$ cat src/rtl/rxdesc_pkg.sv
// Shared types and field positions for the receive descriptor DMA.
// Assumes 32-bit data words and a five-word descriptor.
package rxdesc_pkg;
    typedef enum logic [2:0] {
        ST_IDLE, ST_FREQ, ST_FDAT, ST_FILL, ST_DWR, ST_SWR, ST_BWR, ST_HOLD
    } dma_state_t;

    localparam int CW_HOLD_BIT = 31;
    localparam int CW_INT_BIT  = 30;
    localparam int ST_CPL_BIT  = 31;
    localparam int ST_FE_BIT   = 30;
    localparam int ST_ERR_BIT  = 16;
    localparam int OFS_STATUS  = 12;
    localparam int OFS_BACKPTR = 16;
    localparam int FETCH_BEATS = 3;
endpackage

$ cat src/rtl/rxd_desc_regs.sv
// Captures the three-beat descriptor burst into control, next and buffer
// registers. Assumes beats arrive in address order after the grant.
module rxd_desc_regs #(
    parameter int ADDR_W = 32
) (
    input  logic              clk,
    input  logic              rst_n,
    input  logic              clr,
    input  logic              rvalid,
    input  logic [31:0]       rdata,
    output logic [31:0]       ctrl,
    output logic [ADDR_W-1:0] nxt,
    output logic [ADDR_W-1:0] bufp,
    output logic              last_beat
);
    import rxdesc_pkg::*;
    localparam int BW = $clog2(FETCH_BEATS + 1);

    logic [BW-1:0] beat;

    assign last_beat = rvalid && (beat == BW'(FETCH_BEATS - 1));

    // Route each returning beat to its register and advance the beat index.
    always_ff @(posedge clk) begin
        if (!rst_n) begin
            beat <= '0;
            ctrl <= '0;
            nxt  <= '0;
            bufp <= '0;
        end else if (clr) begin
            beat <= '0;
        end else if (rvalid) begin
            beat <= beat + 1'b1;
            case (beat)
                BW'(0):  ctrl <= rdata;
                BW'(1):  nxt  <= ADDR_W'(rdata);
                default: bufp <= ADDR_W'(rdata);
            endcase
        end
    end

    // no more than three beats are taken per burst
    assert_beat_bound_R2: assert property (@(posedge clk) disable iff (!rst_n)
        rvalid |-> beat < BW'(FETCH_BEATS));
endmodule

$ cat src/rtl/rxd_pack.sv
// Packs bytes little-endian into one data word with per-lane enables.
// Assumes the caller clears it after each word write.
module rxd_pack #(
    parameter int LANES = 4
) (
    input  logic                     clk,
    input  logic                     rst_n,
    input  logic                     clr,
    input  logic                     load,
    input  logic [$clog2(LANES)-1:0] lane,
    input  logic [7:0]               din,
    output logic [LANES*8-1:0]       word,
    output logic [LANES-1:0]         be
);
    for (genvar g = 0; g < LANES; g++) begin : g_lane
        // Hold the byte for one lane and mark it valid until cleared.
        always_ff @(posedge clk) begin
            if (!rst_n) begin
                word[g*8 +: 8] <= '0;
                be[g]          <= 1'b0;
            end else if (clr) begin
                be[g] <= 1'b0;
            end else if (load && (lane == g)) begin
                word[g*8 +: 8] <= din;
                be[g]          <= 1'b1;
            end
        end
    end

    // a lane is never filled twice within one word
    assert_lane_once_R3: assert property (@(posedge clk) disable iff (!rst_n)
        (load && !clr) |-> !be[lane]);
endmodule

$ cat src/rtl/rxd_frame_track.sv
// Remembers the descriptor where the current frame began so that the
// back-pointer can be written there at frame end.
module rxd_frame_track #(
    parameter int ADDR_W = 32
) (
    input  logic              clk,
    input  logic              rst_n,
    input  logic              accept,
    input  logic [ADDR_W-1:0] cur,
    input  logic              frame_done,
    output logic              in_frame,
    output logic [ADDR_W-1:0] first_desc
);
    // Latch the descriptor of a frame's first byte; release after back-write.
    always_ff @(posedge clk) begin
        if (!rst_n) begin
            in_frame   <= 1'b0;
            first_desc <= '0;
        end else if (frame_done) begin
            in_frame <= 1'b0;
        end else if (accept && !in_frame) begin
            in_frame   <= 1'b1;
            first_desc <= cur;
        end
    end

    // a back-pointer write only closes a frame that was opened
    assert_back_in_frame_R6: assert property (@(posedge clk) disable iff (!rst_n)
        frame_done |-> in_frame);
endmodule

$ cat src/rtl/rxdesc_dma.sv
// Receive descriptor DMA: fetches descriptors, fills buffers, writes the
// completion word and the frame back-pointer. Assumes aligned descriptors
// and buffers, buffer sizes of at least 1, and SIZE_W <= 16.
module rxdesc_dma #(
    parameter int ADDR_W = 32,
    parameter int SIZE_W = 16
) (
    input  logic              clk,
    input  logic              rst_n,
    input  logic              start,
    input  logic              restart,
    input  logic [ADDR_W-1:0] base_addr,
    input  logic              rx_valid,
    input  logic [7:0]        rx_data,
    input  logic              rx_last,
    input  logic              rx_err,
    output logic              rx_ready,
    output logic              mem_req,
    output logic              mem_we,
    output logic [ADDR_W-1:0] mem_addr,
    output logic [31:0]       mem_wdata,
    output logic [3:0]        mem_be,
    input  logic              mem_gnt,
    input  logic              mem_rvalid,
    input  logic [31:0]       mem_rdata,
    output logic              irq
);
    import rxdesc_pkg::*;

    dma_state_t        state;
    logic [ADDR_W-1:0] cur, waddr, nxt, bufp, first_desc;
    logic [31:0]       ctrl, pk_word, stat_word;
    logic [3:0]        pk_be;
    logic [SIZE_W-1:0] cnt, cnt_n, size;
    logic              fe, bfull, err_seen, refetch, last_beat, in_frame;
    logic              accept, end_word, frame_done, pk_clr;

    assign size       = ctrl[SIZE_W-1:0];
    assign rx_ready   = (state == ST_FILL);
    assign accept     = rx_ready && rx_valid;
    assign cnt_n      = cnt + 1'b1;
    assign end_word   = (cnt[1:0] == 2'd3) || (cnt_n == size) || rx_last;
    assign frame_done = (state == ST_BWR) && mem_gnt;
    assign pk_clr     = (state == ST_DWR) && mem_gnt;

    rxd_desc_regs #(.ADDR_W(ADDR_W)) u_regs (
        .clk(clk), .rst_n(rst_n), .clr((state == ST_FREQ) && mem_gnt),
        .rvalid(mem_rvalid && (state == ST_FDAT)), .rdata(mem_rdata),
        .ctrl(ctrl), .nxt(nxt), .bufp(bufp), .last_beat(last_beat)
    );

    rxd_pack #(.LANES(4)) u_pack (
        .clk(clk), .rst_n(rst_n), .clr(pk_clr), .load(accept),
        .lane(cnt[1:0]), .din(rx_data), .word(pk_word), .be(pk_be)
    );

    rxd_frame_track #(.ADDR_W(ADDR_W)) u_frame (
        .clk(clk), .rst_n(rst_n), .accept(accept), .cur(cur),
        .frame_done(frame_done), .in_frame(in_frame), .first_desc(first_desc)
    );

    // Assemble the completion word from the per-descriptor state.
    always_comb begin
        stat_word              = '0;
        stat_word[SIZE_W-1:0]  = cnt;
        stat_word[ST_CPL_BIT]  = 1'b1;
        stat_word[ST_FE_BIT]   = fe;
        stat_word[ST_ERR_BIT]  = err_seen;
    end

    // Drive the memory request for the current state.
    always_comb begin
        mem_req   = 1'b0;
        mem_we    = 1'b0;
        mem_addr  = cur;
        mem_wdata = '0;
        mem_be    = 4'hF;
        case (state)
            ST_FREQ: mem_req = 1'b1;
            ST_DWR: begin
                mem_req = 1'b1; mem_we = 1'b1;
                mem_addr = waddr; mem_wdata = pk_word; mem_be = pk_be;
            end
            ST_SWR: begin
                mem_req = 1'b1; mem_we = 1'b1;
                mem_addr = cur + ADDR_W'(OFS_STATUS); mem_wdata = stat_word;
            end
            ST_BWR: begin
                mem_req = 1'b1; mem_we = 1'b1;
                mem_addr = first_desc + ADDR_W'(OFS_BACKPTR);
                mem_wdata = 32'(cur);
            end
            default: ;
        endcase
    end

    // Main sequencer: fetch, fill, write back, advance or park.
    always_ff @(posedge clk) begin
        if (!rst_n) begin
            state <= ST_IDLE; cur <= '0; waddr <= '0; cnt <= '0;
            fe <= 1'b0; bfull <= 1'b0; err_seen <= 1'b0;
            refetch <= 1'b0; irq <= 1'b0;
        end else begin
            irq <= 1'b0;
            case (state)
                ST_IDLE: if (start) begin
                    cur   <= base_addr;
                    state <= ST_FREQ;
                end
                ST_FREQ: if (mem_gnt) state <= ST_FDAT;
                ST_FDAT: if (last_beat) begin
                    if (refetch) begin
                        cur     <= nxt;
                        refetch <= 1'b0;
                        state   <= ST_FREQ;
                    end else begin
                        cnt <= '0; fe <= 1'b0; bfull <= 1'b0; err_seen <= 1'b0;
                        state <= ST_FILL;
                    end
                end
                ST_FILL: if (accept) begin
                    cnt <= cnt_n;
                    if (rx_err) err_seen <= 1'b1;
                    if (end_word) begin
                        waddr <= bufp + ADDR_W'({cnt[SIZE_W-1:2], 2'b00});
                        fe    <= rx_last;
                        bfull <= (cnt_n == size);
                        state <= ST_DWR;
                    end
                end
                ST_DWR: if (mem_gnt) state <= (fe || bfull) ? ST_SWR : ST_FILL;
                ST_SWR: if (mem_gnt) begin
                    irq <= ctrl[CW_INT_BIT];
                    if (fe)                     state <= ST_BWR;
                    else if (ctrl[CW_HOLD_BIT]) state <= ST_HOLD;
                    else begin cur <= nxt; state <= ST_FREQ; end
                end
                ST_BWR: if (mem_gnt) begin
                    if (ctrl[CW_HOLD_BIT]) state <= ST_HOLD;
                    else begin cur <= nxt; state <= ST_FREQ; end
                end
                ST_HOLD: if (restart) begin
                    refetch <= 1'b1;
                    state   <= ST_FREQ;
                end
                default: state <= ST_IDLE;
            endcase
        end
    end

    // descriptor reads are word aligned
    assert_read_aligned_R1: assert property (@(posedge clk) disable iff (!rst_n)
        (mem_req && !mem_we) |-> (mem_addr[1:0] == 2'b00));
    // a pending request keeps its contents until granted
    assert_req_stable_R10: assert property (@(posedge clk) disable iff (!rst_n)
        (mem_req && !mem_gnt) |=> (mem_req && $stable(mem_addr) &&
                                   $stable(mem_wdata) && $stable(mem_we)));
    // the interrupt is a single-cycle pulse
    assert_irq_pulse_R7: assert property (@(posedge clk) disable iff (!rst_n)
        irq |=> !irq);
    // no byte is offered a slot while the bus is in use
    assert_ready_bus_idle_R9: assert property (@(posedge clk) disable iff (!rst_n)
        rx_ready |-> !mem_req);
    // every write carries at least one enabled byte
    assert_be_nonzero_R3: assert property (@(posedge clk) disable iff (!rst_n)
        (mem_req && mem_we) |-> (mem_be != 4'h0));
    // parked engine neither takes bytes nor fetches
    assert_hold_quiet_R8: assert property (@(posedge clk) disable iff (!rst_n)
        (state == ST_HOLD) |-> (!rx_ready && !mem_req));
endmodule

$ cat config.mk
export PLATFORM = sky130hd
export DESIGN_NAME = rxdesc_dma
export DESIGN_NICKNAME = d
export VERILOG_FILES = /design/src/rtl/rxdesc_pkg.sv /design/src/rtl/rxd_desc_regs.sv /design/src/rtl/rxd_pack.sv /design/src/rtl/rxd_frame_track.sv /design/src/rtl/rxdesc_dma.sv
export SDC_FILE = /design/constraint.sdc
export NUM_CORES = 1
export LEC_CHECK = 0
export BUFFER_PORTS_ARGS = -buffer_cell sky130_fd_sc_hd__buf_2
export CORE_MARGIN = 4
export CORE_UTILIZATION = 40
export CTS_BUF_LIST = sky130_fd_sc_hd__clkbuf_8
export DETAILED_ROUTE_END_ITERATION = 10
export SYNTH_ARGS = -nofsm -noshare
export SYNTH_HDL_FRONTEND = slang
export SYNTH_SLANG_ARGS = --single-unit
$ cat constraint.sdc
create_clock -name clk -period 3.2 [get_ports clk]
set_clock_uncertainty 0.15 [all_clocks]
set_input_delay 0.32 -clock clk [delete_from_list [all_inputs] [get_ports clk]]
set_output_delay 0.32 -clock clk [all_outputs]
set_load 0.005 [all_outputs]
==> metrics.md <==
| Metric | Value |
|---|---|
| Clk buf depth | 3 |
| WP data required | 2.73 ns |
| Largest net degree at the start of global routing | 79 |
| Placed Cells | 2318 |
| CP dominant cell by count | and3_4 |
| Vias per inst | 5.622 |
| Post-synthesis mux area share | 0.05047 |
| CP Capture Type | output port |
| Top cells by area, synth | dfxtp_1 (37%), nand2_1 (10%), a21oi_1 (9.4%) |
| Synth Area per Inst | 7.370 um2 |
| Total CTS buffers | 43 |
| Initial core utilization | 0.4106 |
| Synth warn | 0 |
| Synth Area in Compound Gates | 0.2221 |
| Crit path time final | 3.206 ns |
| Mapped Cells | 1776 |
| Mapped cell area | 13090 um2 |
| Synth cell count leaders | nand2_1 (350), a21oi_1 (247), dfxtp_1 (241), nor2_1 (155), clkbuf_1 (113) |
| First-pass GRT wire length | 76.57 mm |
| Critical path's slowest cell | dfxtp_4 |
| Port Buf Inserts | 152 |
| Gr ovfl total | 0 |
| Share of cells above drive strength 1 | 0.1893 |
| Synthesized flop and latch total | 241 |
| Clock slew seen by the registers of the worst setup and hold paths | 0.06 ns |
| Max Transition Viols Final | 0 |
| Final ANT Viol Nets | 0 |
| Fill cells | 3201 |
| Synth Area in XOR/XNOR | 0.04483 |
| CP top delay family | simple AND/OR/NAND/NOR gates |
| Synthesis-to-finish area growth | 26.47% |
| Overall Power | 0.009977 W |
| Top cell type's share of synthesized area | 0.3686 |
| CORE AREA | 31880 um2 |
| Max Fclk | 0.3119 GHz |
| Worst Hold Path EP | cur[29] |
| Setup violators final | 1 |
| Most frequent cell after synthesis | nand2_1 |
| Slew @ Worst Pin | 0.7219 ns |
| Ys async rst share | 0 |
| Max-slew headroom | 0.5146 |
| Initial drt markers | 1299 |
| Pre-antenna DRT Iters | 6 |
| Crit-path max FO | 5 |
| Total number of vias | 13938 |
| Maximum VDD drop | 0.0003350 V |
| Clock sink count | 241 |
| Worst-Skew Late Latency | 0.58 ns |
| Tot GR Track Use | 0.2714 |
| Post-Route WL | 49.98 mm |
| Failing checks | negative setup slack |
| Worst-case reg-to-reg path depth | 8 |
| Num rows | 65 |
| CP Launch Type | flip-flop |
| R2r setup slk | 0.18 ns |
| P_leak | 6.235 nW |
| # IOs | 153 |
| Critical path type | flip-flop to output port |
| Pwr dens | 602.7 nW/um2 |
| R2R Path End | waddr[14] |
| Hold Violations, Final | 0 |
| # diodes | 0 |
| Die X | 188.9 um |
| Simple-Gate Fraction of Synth Area | 0.2398 |
| Layout Cells excl Fill | 2479 |
| Status | complete, but fails checks |
| Crit-path cells | inv_4 -> ha_4 -> nand3b_1 -> nor4_4 -> buf_4 -> and3_4 -> and3_4 -> xor2_1 -> a222oi_1 -> o21ai_1 -> buf_2 |
| DR DRC count | 0 |
| Post-synthesis adder-cell area fraction | 0.02352 |
| Post-synth EDFFs | 0 |
| Vias in the first global route | 13238 |
| Die ar. | 35680 um2 |
| Worst endpoint data arrival time | 2.74 ns |
| NumNets Final | 2119 |
| Buffers & Inverters on Critical Path | 3 |
| Worst Hold Class | primary input to flip-flop |
| Die Ht | 188.9 um |
| Netlist cell types | 65 |
| Critical R2R Launch | cnt[8] |
| CTS tree | done |
| Synth area leader | dfxtp_1 |
| Final Wtd Congestion | 0.9334 |
| H-tree levels | 2 |
| Sequential share of the synthesized area | 0.3686 |
| Worst setup margin | -0.006200 ns |
| Syn Nets | 1881 |
| Most common flop cell mapped by yosys | dfxtp_1 |
| RSZ-0062 raised after global routing | true |
| Max stage delay on crit path | 0.37 ns |
| DP HPWL | 36.66 mm |
| Clock root buffer | clkbuf_8 |
| Routed WL per cell | 20.16 um |
| Hold depth | 3 |
| Part of the cycle the worst path needs | 1.002 |
| Max Cap Viol | 0 |
| Worst hold start | base_addr[29] |
| Initial antenna violation count | 0 |
| Combinational family with the most area after synthesis | simple AND/OR/NAND/NOR gates |
## where the power goes
part / total [W] / internal [W] / leakage (nW) / switching, W
sequential: 0.00359 / 0.00326 / 1.95 / 0.000330
clock: 0.00316 / 0.00179 / 0.510 / 0.00137
combinational: 0.00323 / 0.00121 / 3.77 / 0.00202
## placed cells by master (no fill, tap or decap), types with 4 or more instances in the layout
master           n
a211oi_1        35
a21o_1           6
a21oi_1        245
a221oi_1         7
a222oi_1        11
a311oi_1         8
a31oi_1         25
and2_1           6
and3_1          15
and4_1           4
buf_12           4
buf_2          152
buf_4          106
clkbuf_8        55
clkinv_2         5
dfxtp_1        231
dfxtp_2          6
dfxtp_4          4
dlygate4sd3_1   68
ha_1            20
inv_1           38
mux2i_1         66
nand2_1        349
nand2b_1         6
nand3_1         70
nand3b_1         4
nand4_1         26
nor2_1         150
nor2b_1          5
nor3_1          23
nor4_1           8
o211ai_1        10
o21a_1           4
o21ai_0         83
o21ai_1          6
o22ai_1          6
o31ai_1         12
or3_1           19
xnor2_1         46
xor2_1          21
## repair_timing
action | 4_1_cts | 5_1_grt
endpoints found under the hold margin | 142 | 0
hold buffers | 68 | 0
setup buffers | 12 | 6
pin swaps | 10 | 7
setup endpoints to repair | 20 | 33
gates resized for setup | 21 | 31
## layout make-up
cell class / count / area [um2] / share of cell area
Clock inverter: 20 / 180.2 / 0.01088
Multi-Input combinational cell: 1363 / 7759 / 0.4687
Clock buffer: 55 / 757.0 / 0.04573
Sequential cell: 241 / 4847 / 0.2928
Timing Repair Buffer: 331 / 2328 / 0.1407
Tap cell: 435 / 544.3 / 0.03288
Inverter: 34 / 137.6 / 0.008314
## cell families (layout without fill, tap and decap cells)
group,Yosys count,count (layout)
adder cells (fa/ha/maj),24,24
AND/OR/NAND/NOR,714,714
XOR/XNOR,67,67
buffers and inverters,172,440
flip-flops,241,241
AO/OA/AOI/OAI,492,492
multiplexers,66,66
## state kept, by name (all words and copies together) (netlist names), 2 cells and up
signal and flops:
cnt 16, cur 32, state 3, u_frame.first_desc 32, u_pack.be 4, u_pack.word 32, u_regs.beat 2, u_regs.bufp 32
u_regs.ctrl 18, u_regs.nxt 32, waddr 32
## metrics by stage
| stage | setup slack (ns) | hold WS, ns | instance area, um2 | util | setup TNS [ns] |
|---|---|---|---|---|---|
| after detailed placement | 0.1153 | 0.2958 | 14640 | 0.4591 | 0 |
| after floorplan | 0.2937 | 0.2722 | 13090 | - | 0 |
| after global routing | -0.09036 | 0.03786 | 16550 | 0.5192 | -0.1984 |
| after CTS | -0.05787 | 0.001320 | 16410 | 0.5148 | -0.07132 |
| after global placement | 0.1906 | 0.2904 | 14640 | 0.4591 | 0 |
| final | -0.006200 | 0.03014 | 16550 | 0.5192 | -0.006200 |
## worst max path at each step
stage / startpoint / endpoint / slack, ns / depth (start not counted)
6_report: cur[3] / mem_addr[26] / -0.006 / 11
5_1_grt: cur[3] / mem_addr[26] / -0.09 / 11
4_1_cts: cur[2] / mem_addr[26] / -0.06 / 11
3_5_place_dp: cnt[3] / waddr[26] / 0.12 / 9
3_3_place_gp: cnt[3] / waddr[28] / 0.19 / 9
2_1_floorplan: cnt[1] / waddr[14] / 0.29 / 8
## layer usage
| metal | global-route usage | share of wire |
|---|---|---|
| met5 | 0 | 0 |
| met3 | 0.05531 | 0.089 |
| met4 | 0.1001 | 0.033 |
| met1 | 0.3877 | 0.45 |
| met2 | 0.4057 | 0.42 |
## worst min-delay path: cells and delay by family
kind / cells / cell delay, ns
multiplexers: 1 / 0.09
AO/OA/AOI/OAI: 1 / 0.22
buffers and inverters: 1 / 0.07
(Power assumes the default switching activity.)
